==> src/rtl/txn_pkg.sv <==
// Shared types for the outstanding transaction table.
// Assumes a two-bit request type field that every controller decodes the same way.
package txn_pkg;
    typedef enum logic [1:0] {
        TT_RD  = 2'd0,
        TT_RDX = 2'd1,
        TT_UPG = 2'd2,
        TT_WB  = 2'd3
    } req_t;
endpackage

==> src/rtl/txn_entry.sv <==
// One slot of the transaction table: holds one outstanding request and
// compares its address against the processor and bus addresses.
// Assumes alloc and free are never both asserted for a different request,
// and that alloc takes priority over every other update.
module txn_entry
    import txn_pkg::*;
#(
    parameter int ADDR_W = 12,
    parameter int SNP_W  = 2
) (
    input  logic              clk,
    input  logic              rst_n,
    input  logic              alloc_i,
    input  logic              free_i,
    input  logic [ADDR_W-1:0] a_addr_i,
    input  req_t              a_type_i,
    input  logic              a_own_i,
    input  logic              a_known_i,
    input  logic [SNP_W-1:0]  a_snp_i,
    input  logic              snp_upd_i,
    input  logic [SNP_W-1:0]  snp_st_i,
    input  logic              grab_set_i,
    input  logic              demote_i,
    input  logic [ADDR_W-1:0] cpu_addr_i,
    input  logic [ADDR_W-1:0] bus_addr_i,
    output logic              vld_o,
    output req_t              type_o,
    output logic              orig_o,
    output logic              want_o,
    output logic              known_o,
    output logic [SNP_W-1:0]  snp_o,
    output logic              cpu_hit_o,
    output logic              bus_hit_o
);
    logic [ADDR_W-1:0] addr_q;

    // Slot state: write on alloc, release on free, otherwise apply updates.
    always_ff @(posedge clk) begin
        if (!rst_n) begin
            vld_o   <= 1'b0;
            addr_q  <= '0;
            type_o  <= TT_RD;
            orig_o  <= 1'b0;
            want_o  <= 1'b0;
            known_o <= 1'b0;
            snp_o   <= '0;
        end else if (alloc_i) begin
            vld_o   <= 1'b1;
            addr_q  <= a_addr_i;
            type_o  <= a_type_i;
            orig_o  <= a_own_i;
            want_o  <= 1'b0;
            known_o <= a_known_i;
            snp_o   <= a_snp_i;
        end else if (free_i) begin
            vld_o   <= 1'b0;
        end else if (vld_o) begin
            if (snp_upd_i) begin
                known_o <= 1'b1;
                snp_o   <= snp_st_i;
            end
            if (grab_set_i) begin
                want_o <= 1'b1;
            end
            if (demote_i && orig_o && type_o == TT_UPG) begin
                type_o <= TT_RDX;
            end
        end
    end

    // Address compare, masked so an empty slot never hits.
    always_comb begin
        cpu_hit_o = vld_o && (addr_q == cpu_addr_i);
        bus_hit_o = vld_o && (addr_q == bus_addr_i);
    end
endmodule

==> src/rtl/txn_first.sv <==
// Lowest-index selector: gives the index of the lowest set request bit.
// Assumes N is at least 2; idx_o is 0 when no bit is set.
module txn_first #(
    parameter int N     = 8,
    parameter int IDX_W = 3
) (
    input  logic [N-1:0]     req_i,
    output logic             any_o,
    output logic [IDX_W-1:0] idx_o
);
    // Scan from the top down so that the lowest set bit is written last.
    always_comb begin
        any_o = |req_i;
        idx_o = '0;
        for (int i = N - 1; i >= 0; i--) begin
            if (req_i[i]) idx_o = IDX_W'(i);
        end
    end
endmodule

==> src/rtl/txn_track_table.sv <==
// Outstanding bus transaction table for one cache controller.
// Slots are written at the bus tag and searched associatively against
// processor and bus addresses. Assumes NUM_ENT is a power of two and that
// the bus hands out each tag only after the response carrying it.
module txn_track_table
    import txn_pkg::*;
#(
    parameter int NUM_ENT = 8,
    parameter int ADDR_W  = 12,
    parameter int SNP_W   = 2,
    localparam int IDX_W  = $clog2(NUM_ENT)
) (
    input  logic              clk,
    input  logic              rst_n,
    input  logic              breq_valid,
    input  logic [IDX_W-1:0]  breq_tag,
    input  logic [ADDR_W-1:0] breq_addr,
    input  logic [1:0]        breq_type,
    input  logic              breq_own,
    input  logic              breq_snp_known,
    input  logic [SNP_W-1:0]  breq_snp,
    input  logic              bresp_valid,
    input  logic [IDX_W-1:0]  bresp_tag,
    input  logic              snp_valid,
    input  logic [IDX_W-1:0]  snp_tag,
    input  logic [SNP_W-1:0]  snp_state,
    input  logic              cpu_valid,
    input  logic [ADDR_W-1:0] cpu_addr,
    input  logic [1:0]        cpu_type,
    output logic              cpu_match,
    output logic              cpu_conflict,
    output logic              cpu_grab,
    output logic [IDX_W-1:0]  cpu_hit_tag,
    output logic [1:0]        cpu_hit_type,
    output logic              cpu_hit_orig,
    output logic              cpu_hit_want,
    output logic              cpu_hit_known,
    output logic [SNP_W-1:0]  cpu_hit_snp,
    output logic              bus_match,
    output logic              upg_demote,
    output logic              resp_grab,
    output logic              resp_shared
);
    logic [NUM_ENT-1:0] ent_vld, ent_orig, ent_want, ent_known;
    logic [NUM_ENT-1:0] cpu_hit, bus_hit, own_upg;
    req_t               ent_type [NUM_ENT];
    logic [SNP_W-1:0]   ent_snp  [NUM_ENT];
    logic               hit_any, both_rd, competing, resp_live;
    logic [IDX_W-1:0]   hit_idx;

    // A request from another controller that would invalidate our copy.
    assign competing = breq_valid && !breq_own &&
                       (req_t'(breq_type) == TT_UPG || req_t'(breq_type) == TT_RDX);

    for (genvar g = 0; g < NUM_ENT; g++) begin : g_slot
        txn_entry #(.ADDR_W(ADDR_W), .SNP_W(SNP_W)) u_entry (
            .clk        (clk),
            .rst_n      (rst_n),
            .alloc_i    (breq_valid && breq_tag == IDX_W'(g)),
            .free_i     (bresp_valid && bresp_tag == IDX_W'(g)),
            .a_addr_i   (breq_addr),
            .a_type_i   (req_t'(breq_type)),
            .a_own_i    (breq_own),
            .a_known_i  (breq_snp_known),
            .a_snp_i    (breq_snp),
            .snp_upd_i  (snp_valid && snp_tag == IDX_W'(g)),
            .snp_st_i   (snp_state),
            .grab_set_i (cpu_grab && hit_idx == IDX_W'(g)),
            .demote_i   (competing && bus_hit[g]),
            .cpu_addr_i (cpu_addr),
            .bus_addr_i (breq_addr),
            .vld_o      (ent_vld[g]),
            .type_o     (ent_type[g]),
            .orig_o     (ent_orig[g]),
            .want_o     (ent_want[g]),
            .known_o    (ent_known[g]),
            .snp_o      (ent_snp[g]),
            .cpu_hit_o  (cpu_hit[g]),
            .bus_hit_o  (bus_hit[g])
        );
        assign own_upg[g] = ent_orig[g] && ent_type[g] == TT_UPG;
    end

    txn_first #(.N(NUM_ENT), .IDX_W(IDX_W)) u_first (
        .req_i (cpu_hit),
        .any_o (hit_any),
        .idx_o (hit_idx)
    );

    // Processor-side decision: join a pending read or hold back the issue.
    always_comb begin
        cpu_match     = cpu_valid && hit_any;
        both_rd       = req_t'(cpu_type) == TT_RD && ent_type[hit_idx] == TT_RD;
        cpu_grab      = cpu_match && both_rd;
        cpu_conflict  = cpu_match && !both_rd;
        cpu_hit_tag   = cpu_match ? hit_idx : '0;
        cpu_hit_type  = cpu_match ? ent_type[hit_idx] : 2'd0;
        cpu_hit_orig  = cpu_match && ent_orig[hit_idx];
        cpu_hit_want  = cpu_match && ent_want[hit_idx];
        cpu_hit_known = cpu_match && ent_known[hit_idx];
        cpu_hit_snp   = cpu_match ? ent_snp[hit_idx] : '0;
    end

    // Bus-side decisions: address match, upgrade demotion, response data use.
    always_comb begin
        bus_match   = breq_valid && |bus_hit;
        upg_demote  = competing && |(bus_hit & own_upg);
        resp_live   = bresp_valid && ent_vld[bresp_tag];
        resp_grab   = resp_live && (ent_orig[bresp_tag] || ent_want[bresp_tag]);
        resp_shared = resp_live && ent_want[bresp_tag] && !ent_orig[bresp_tag];
    end
endmodule

==> config.mk <==
export PLATFORM = sky130hd
export DESIGN_NAME = txn_track_table
export DESIGN_NICKNAME = d
export VERILOG_FILES = /design/src/rtl/txn_pkg.sv /design/src/rtl/txn_entry.sv /design/src/rtl/txn_first.sv /design/src/rtl/txn_track_table.sv
export SDC_FILE = /design/constraint.sdc
export NUM_CORES = 1
export LEC_CHECK = 0
export BUFFER_PORTS_ARGS = -buffer_cell sky130_fd_sc_hd__buf_2
export CORE_MARGIN = 5
export CORE_UTILIZATION = 50
export DETAILED_ROUTE_END_ITERATION = 8
export PLACE_DENSITY = 0.65
export SLEW_MARGIN = 20
export SYNTH_ARGS = -nofsm -noshare
export SYNTH_HDL_FRONTEND = slang
export SYNTH_HIERARCHICAL = 1
export SYNTH_SLANG_ARGS = --single-unit
export TNS_END_PERCENT = 30
==> constraint.sdc <==
create_clock -name clk -period 6.1 [get_ports clk]
set_clock_uncertainty 0.15 [all_clocks]
set_input_delay 1.22 -clock clk [delete_from_list [all_inputs] [get_ports clk]]
set_output_delay 1.22 -clock clk [all_outputs]
set_load 0.01 [all_outputs]
# Yosys cells after proc, flatten, opt, wreduce, memory -nomap -nowiden
# Index checks and enable logic that the tools add are counted.
# totals
regBits	160
latchBits	0
ramBits	0
rom_bits	0
in_bits	49
output_inout_bits	17
mem_count	0
# classes
n_addsub	0
multipliers	0
div_mod_pow	0
magnitude_cmp	3
eq_ne	62
shift	0
mux	141
bitwise	11
reduce_logical	173
# ops
operator	count
12-bit equality test	16
2-bit 2-to-1 mux	70
1-bit logical AND	95
3-bit AND reduction	24
2-bit nonzero test	32
1-bit 2-to-1 mux	54
3-bit equality test, second input constant	16
3-bit 2-to-1 mux	9
3-bit by 2-bit equality test with 1-bit output, second input constant	8
8-bit OR reduction	3
1-bit binary-select mux with 3-bit select	6
2-bit equality test, second input constant	9
2-bit by 1-bit != test with 1-bit output, second input constant	8
2-bit OR reduction	8
2-bit binary-select mux with 3-bit select	2
3-bit by 1-bit equality test with 1-bit output, second input constant	4
3-bit logical NOT	4
1-bit inverter	9
8-bit AND	1
3-bit by 4-bit < comparator with 1-bit output, second input constant	2
4-bit >= comparator, second input constant	1
2-bit logical NOT	2
3-bit inverter with 4-bit output	1
1-bit logical NOT	3
other kinds (2)	3

# Depth between registers and ports, before layout
# depth
ltp_word	19
ltp_mapped	14

# Modules after synthesis
# The synthesis kept the hierarchy.
# by_module_without_submodules
module	instances	cells_per_inst	area_each_um2	seq_area_each_um2
txn_entry	8	108	1081.0	400.4
txn_track_table	1	144	1283.7	0.0
txn_first	1	13	81.3	0.0

# Worst setup path after synthesis
# OpenSTA, ideal clock, no wires.
# synth_path
kind	input -> output
startpoint	input cpu_addr[6]
endpoint	output cpu_grab
t_arrival_ns	3.781
required_ns	4.730
path_slack_ns	0.949
stages	9
n_path_buf	1
path_cell_list	xnor2_1 > nand4_1 > nor4_2 > a21oi_1 > o41ai_1 > mux4_1 > mux2_2 > buf_4 > nor4_2
# synth_between
elab_chain_len	17
word_cells_on_any_way	33
classes_between	eq/ne (8); mux (11); bitwise (1); reduce/logical (13)
# synth_rtl
element	line	text
from (decl)	txn_track_table.sv:28	input logic [ADDR_W-1:0] cpu_addr,
12-bit equality test	txn_entry.sv:73	cpu_hit_o = vld_o && (addr_q == cpu_addr_i);
1-bit logical AND	txn_entry.sv:73	
net cpu_hit[7]	txn_track_table.sv:45	logic [NUM_ENT-1:0] cpu_hit, bus_hit, own_upg;
3-bit 2-to-1 mux (8 in a row)	txn_first.sv:16	if (req_i[i]) idx_o = IDX_W'(i);
net hit_idx[0]	txn_track_table.sv:49	logic [IDX_W-1:0] hit_idx;
3-bit inverter with 4-bit output (implied by the code)	txn_track_table.sv:93	both_rd = req_t'(cpu_type) == TT_RD && ent_type[hit_idx] == TT_RD;
2-bit binary-select mux with 3-bit select	txn_track_table.sv:93	
2-bit 2-to-1 mux (implied by the code) (2 in a row)	txn_track_table.sv:93	
2-bit logical NOT	txn_track_table.sv:93	
1-bit logical AND	txn_track_table.sv:93	
1-bit logical AND	txn_track_table.sv:94	cpu_grab = cpu_match && both_rd;
to (decl)	txn_track_table.sv:32	output logic cpu_grab,
# The timed path passes the listed nets, and every way through them passes these cells. The select of a mux whose other input is x is not followed.

# Worst setup path after layout
# layout_path
startpoint	input cpu_addr[0]
endpoint	output cpu_conflict
# layout_between
word_cells_on_any_way	34
classes_between	eq/ne (8); mux (11); bitwise (1); reduce/logical (14)
# layout_lines
element	line	text
12-bit equality test	txn_entry.sv:73	
1-bit logical AND	txn_entry.sv:73	
net cpu_hit[6]	txn_track_table.sv:45	
3-bit 2-to-1 mux (7 in a row)	txn_first.sv:16	
net hit_idx[1]	txn_track_table.sv:49	
3-bit inverter with 4-bit output (implied by the code)	txn_track_table.sv:93	
2-bit binary-select mux with 3-bit select	txn_track_table.sv:93	
2-bit 2-to-1 mux (implied by the code) (2 in a row)	txn_track_table.sv:93	
2-bit logical NOT	txn_track_table.sv:93	
1-bit logical AND	txn_track_table.sv:93	
1-bit logical NOT	txn_track_table.sv:95	cpu_conflict = cpu_match && !both_rd;
1-bit logical AND	txn_track_table.sv:95	
to (decl)	txn_track_table.sv:31	output logic cpu_conflict,
# The timed path passes the listed nets, and every way through them passes these cells. The select of a mux whose other input is x is not followed.

==> run summary <==
After the first detailed-routing iteration, the DRC count stood at 600. The worst IR drop on VDD came out at 0.000225 V. The wire length per cell is 22.0 µm. The layer flagged by global routing as most heavily used is met1.

The largest single stage delay on the critical path is 0.62 ns. The number of core rows is 51. The clock tree from TritonCTS is yes.

Port buffering added 65 buffers. The clock transition at the register clock pins on the worst setup and hold paths after CTS is 0.06 ns. The die span in x is 152 µm.

Max-cap violations in this run came to 0. In the final layout, the multi-input gates occupy 6360 µm². The min-delay analysis places its worst path in the category reg2reg. The power density relative to cell area is 225 nW/µm². The final max-slew violation count came to 0. The count of boundary I/O pins came out at 66. The area taken by flip-flops and latches came out at 3200 µm². The synthesis-to-finish area growth came out at 9.37%. The flop and latch count out of synthesis is 160. The run finished with clean final reports.

The remaining global-route overflow is 0. Measured against its own limit, the worst slew margin works out to 27.5%. The final-report hold violation count is 0.

The post-route setup TNS is 0 ns. Once layout is complete, the cells apart from fillers number 1344. The first-pass GRT wire length came out at 45200 µm. After detailed routing, the total wire length is 29600 µm.

The share of the Yosys chip area taken by registers is 32.0%. The number of cells traversed by the worst register-to-register path came out at 10. The number of H-tree levels is 4. The timing-limited maximum frequency came out at 172 MHz. The floorplan step defined a die boundary enclosing 23000 µm². The maximum fanout along the worst path is 12. The net total in the final layout is 1115. The number of hold buffers added after CTS is 0. The mean post-synth cell area is 9.81 µm².

The worst setup path startpoint is cpu_addr[0]. Clock tree synthesis inserted a total of 17 buffers. Including well taps, the total number of placed cells is 1312. The total number of clock tree sinks came out at 160. In this run the register-to-register setup slack is 2.36 ns. CTS placed an instance of sky130_fd_sc_hd__clkbuf_16 at the clock tree root. Setup repair after global routing left no endpoint under its margin. The synthesized netlist contains 45 unique library cells.

Yosys printed 6 warnings. The share of flip-flops with an asynchronous set or reset is 0%. Hold is met by 0.334 ns. The post-cts resize count is 0. The maximum buffer depth of the clock tree is 2. For the pin with the worst max-slew slack, the measured transition is 1.08 ns. The signal arrival time at the worst endpoint came out at 4.46 ns. The initial antenna violation count came out at 2. The fraction of the cycle the final worst path needs is 95.6%. The count of vias placed by the detailed router is 7746. The critical path goes through buf_2, xnor2_1, nand3_1, nor4_2, o21ai_0, a21boi_2, mux2_1, mux4_2, o31a_1, buf_2.

The effective utilization at floorplan is 51.1%. The number of global-route vias before repair is 7383. The slowest stage of the critical path belongs to the cell sky130_fd_sc_hd__mux4_2. The clock latency on the worst-skew pair is 0.43 ns. The primary flip-flop cell chosen by synthesis mapping is sky130_fd_sc_hd__dfxtp_1. The first TritonRoute pass finished after 5 iterations. The standard cell core area came out at 19600 µm².

The synthesized netlist net count came out at 1070. In this run the post-CTS setup repair buffer count came out at 0. In the global route stage, met1 resource usage came out at 39.7%. The die height came out at 152 µm. STA classifies the critical path endpoint as a primary output. The worst register-to-register path begins at g_slot[6].u_entry/addr_q[7]. Data on the critical path is required at its endpoint by 4.73 ns.

The final antenna diode count came out at 0. The critical setup path kind is in2out. The largest net degree at the start of global routing came out at 91. The startpoint of the most critical hold path is g_slot[2].u_entry/known_o. Setup violations remaining at the end of the flow were counted as 0. The weighted congestion at the end of routability-driven global placement is 0.948. The number of nets still failing antenna checks after routing came out at 0. The total routing usage reported by global routing came out at 26.5%. In the routed design, unresolved DRC markers number 0.

The met3 layer usage reported by global route is 6.93%. The cell with the most instances on the worst path is sky130_fd_sc_hd__buf_2. The number of enable flip-flop cells after synthesis is 0.

The cell area that synthesis handed to floorplanning was 10000 µm². The number of fill cells came out at 1823. STA classifies the critical path startpoint as an input pin. The fraction of final layout cells with drive strength greater than 1 is 15.7%.

The global routing met2 resource utilization came out at 38.2%. The static leakage power came out at 0.00339 µW. The worst hold path stage count is 2. The share of the core filled with cells came out at 55.9%. The minimum clock period after layout is 5.83 ns. The wire-length estimate of the detail-placed layout is 21300 µm.

The gate count after technology mapping came out at 1021. The average vias per placed instance is 5.76.
layout make-up:
class / count / area share [%]
multi-input cells: 797 / 58.1
clock inverters: 14 / 1.36
clock buffers: 18 / 3.92
inverters: 11 / 0.377
repair buffers: 79 / 3.95
well taps: 265 / 3.03
flip-flops and latches: 160 / 29.2
metal layers:
metal,vias to the layer above,part of all wire [%]
li1,3713,-
met4,4,1.3
met5,-,0.047
met1,3734,48
met3,29,7.7
met2,266,43
synthesized netlist by cell type, types with 9 or more instances:
master	n	share of area, %
sky130_fd_sc_hd__nand2_1	32	1.2
sky130_fd_sc_hd__and2_1	10	0.62
sky130_fd_sc_hd__mux2i_1	128	13
sky130_fd_sc_hd__nor3_1	14	0.70
sky130_fd_sc_hd__o21a_1	9	0.67
sky130_fd_sc_hd__nor2b_1	105	6.6
sky130_fd_sc_hd__buf_6	18	2.0
sky130_fd_sc_hd__clkbuf_1	20	0.75
sky130_fd_sc_hd__nand4b_1	17	1.5
sky130_fd_sc_hd__xnor2_1	193	17
sky130_fd_sc_hd__and3b_1	9	0.79
sky130_fd_sc_hd__dfxtp_1	160	32
sky130_fd_sc_hd__nand3_1	27	1.3
sky130_fd_sc_hd__nand4_1	34	2.1
sky130_fd_sc_hd__nor2_1	44	1.6
sky130_fd_sc_hd__a21oi_1	17	0.85
sky130_fd_sc_hd__mux4_2	17	3.8
sky130_fd_sc_hd__inv_1	11	0.41
sky130_fd_sc_hd__nor4_2	26	3.2
sky130_fd_sc_hd__nand2b_1	9	0.56
sky130_fd_sc_hd__o311a_1	16	1.6
sky130_fd_sc_hd__o21ai_0	49	2.4
placed cells by master, fill, tap and decap left out, types with 3 or more instances in the layout:
cell type and instances:
sky130_fd_sc_hd__nor2_2 6, sky130_fd_sc_hd__mux2_4 3, sky130_fd_sc_hd__nand2b_1 9, sky130_fd_sc_hd__mux4_2 17
sky130_fd_sc_hd__buf_4 15, sky130_fd_sc_hd__inv_1 11, sky130_fd_sc_hd__clkbuf_16 17, sky130_fd_sc_hd__nor3_1 12
sky130_fd_sc_hd__nand2_1 32, sky130_fd_sc_hd__nor4_2 26, sky130_fd_sc_hd__clkinv_4 5, sky130_fd_sc_hd__dfxtp_1 160
sky130_fd_sc_hd__and2b_1 8, sky130_fd_sc_hd__nand3_1 27, sky130_fd_sc_hd__inv_8 4, sky130_fd_sc_hd__nand4b_1 17
sky130_fd_sc_hd__and3b_1 9, sky130_fd_sc_hd__nand3b_1 3, sky130_fd_sc_hd__o21a_1 9, sky130_fd_sc_hd__nor2b_1 105
sky130_fd_sc_hd__mux2i_1 128, sky130_fd_sc_hd__a41oi_1 8, sky130_fd_sc_hd__o311a_1 16, sky130_fd_sc_hd__nor2_1 38
sky130_fd_sc_hd__o21ai_0 49, sky130_fd_sc_hd__nand4_1 34, sky130_fd_sc_hd__buf_2 64, sky130_fd_sc_hd__a21oi_1 17
sky130_fd_sc_hd__and2_1 10, sky130_fd_sc_hd__xnor2_1 193, sky130_fd_sc_hd__and3_1 3
metrics by stage:
stage / instance area [µm²] / power, µW / setup slack [ns]
2_1_floorplan: 10000 / 1310 / 0.949
3_3_place_gp: 10400 / 1420 / 0.361
3_5_place_dp: 10400 / 1420 / 0.293
4_1_cts: 11000 / 2470 / 0.293
5_1_grt: 11000 / 2550 / 0.0641
6_report: 11000 / 2460 / 0.270
critical path, delay by kind of cell:
| kind | cells | cell delay (ns) |
|---|---|---|
| xor gates and xnor gates | 1 | 0.15 |
| AOI/OAI and AO/OA | 3 | 1.10 |
| and+or+nand+nor | 2 | 0.60 |
| muxes | 2 | 1.00 |
| buffers and inverters | 2 | 0.38 |
state kept, by name, indices dropped and copies added, names as in the netlist:
register                cells
g_slot.u_entry/type_o      16
g_slot.u_entry/orig_o       8
g_slot.u_entry/want_o       8
g_slot.u_entry/snp_o       16
g_slot.u_entry/vld_o        8
g_slot.u_entry/addr_q      96
g_slot.u_entry/known_o      8
where the power goes:
| group | internal (µW) | switching (µW) | total [µW] |
|---|---|---|---|
| registers | 1070 | 30.9 | 1100 |
| logic | 130 | 173 | 303 |
| clock network | 578 | 479 | 1060 |
| total | 1780 | 683 | 2460 |
path summary, 6_finish.rpt:
path | end
worst min-delay path | g_slot[2].u_entry/known_o
worst max-delay path | cpu_conflict
worst min register to register | g_slot[2].u_entry/known_o
worst max register to register | g_slot[4].u_entry/want_o
logic make-up after synthesis:
family | count (synthesis) | synth area share, %
compound gates | 105 | 6.75
xor+xnor | 193 | 16.9
buf+inv | 64 | 4.81
flops | 160 | 32.0
mux | 152 | 17.8
simple gates | 347 | 21.8
Power figures use the tool's default switching activity.
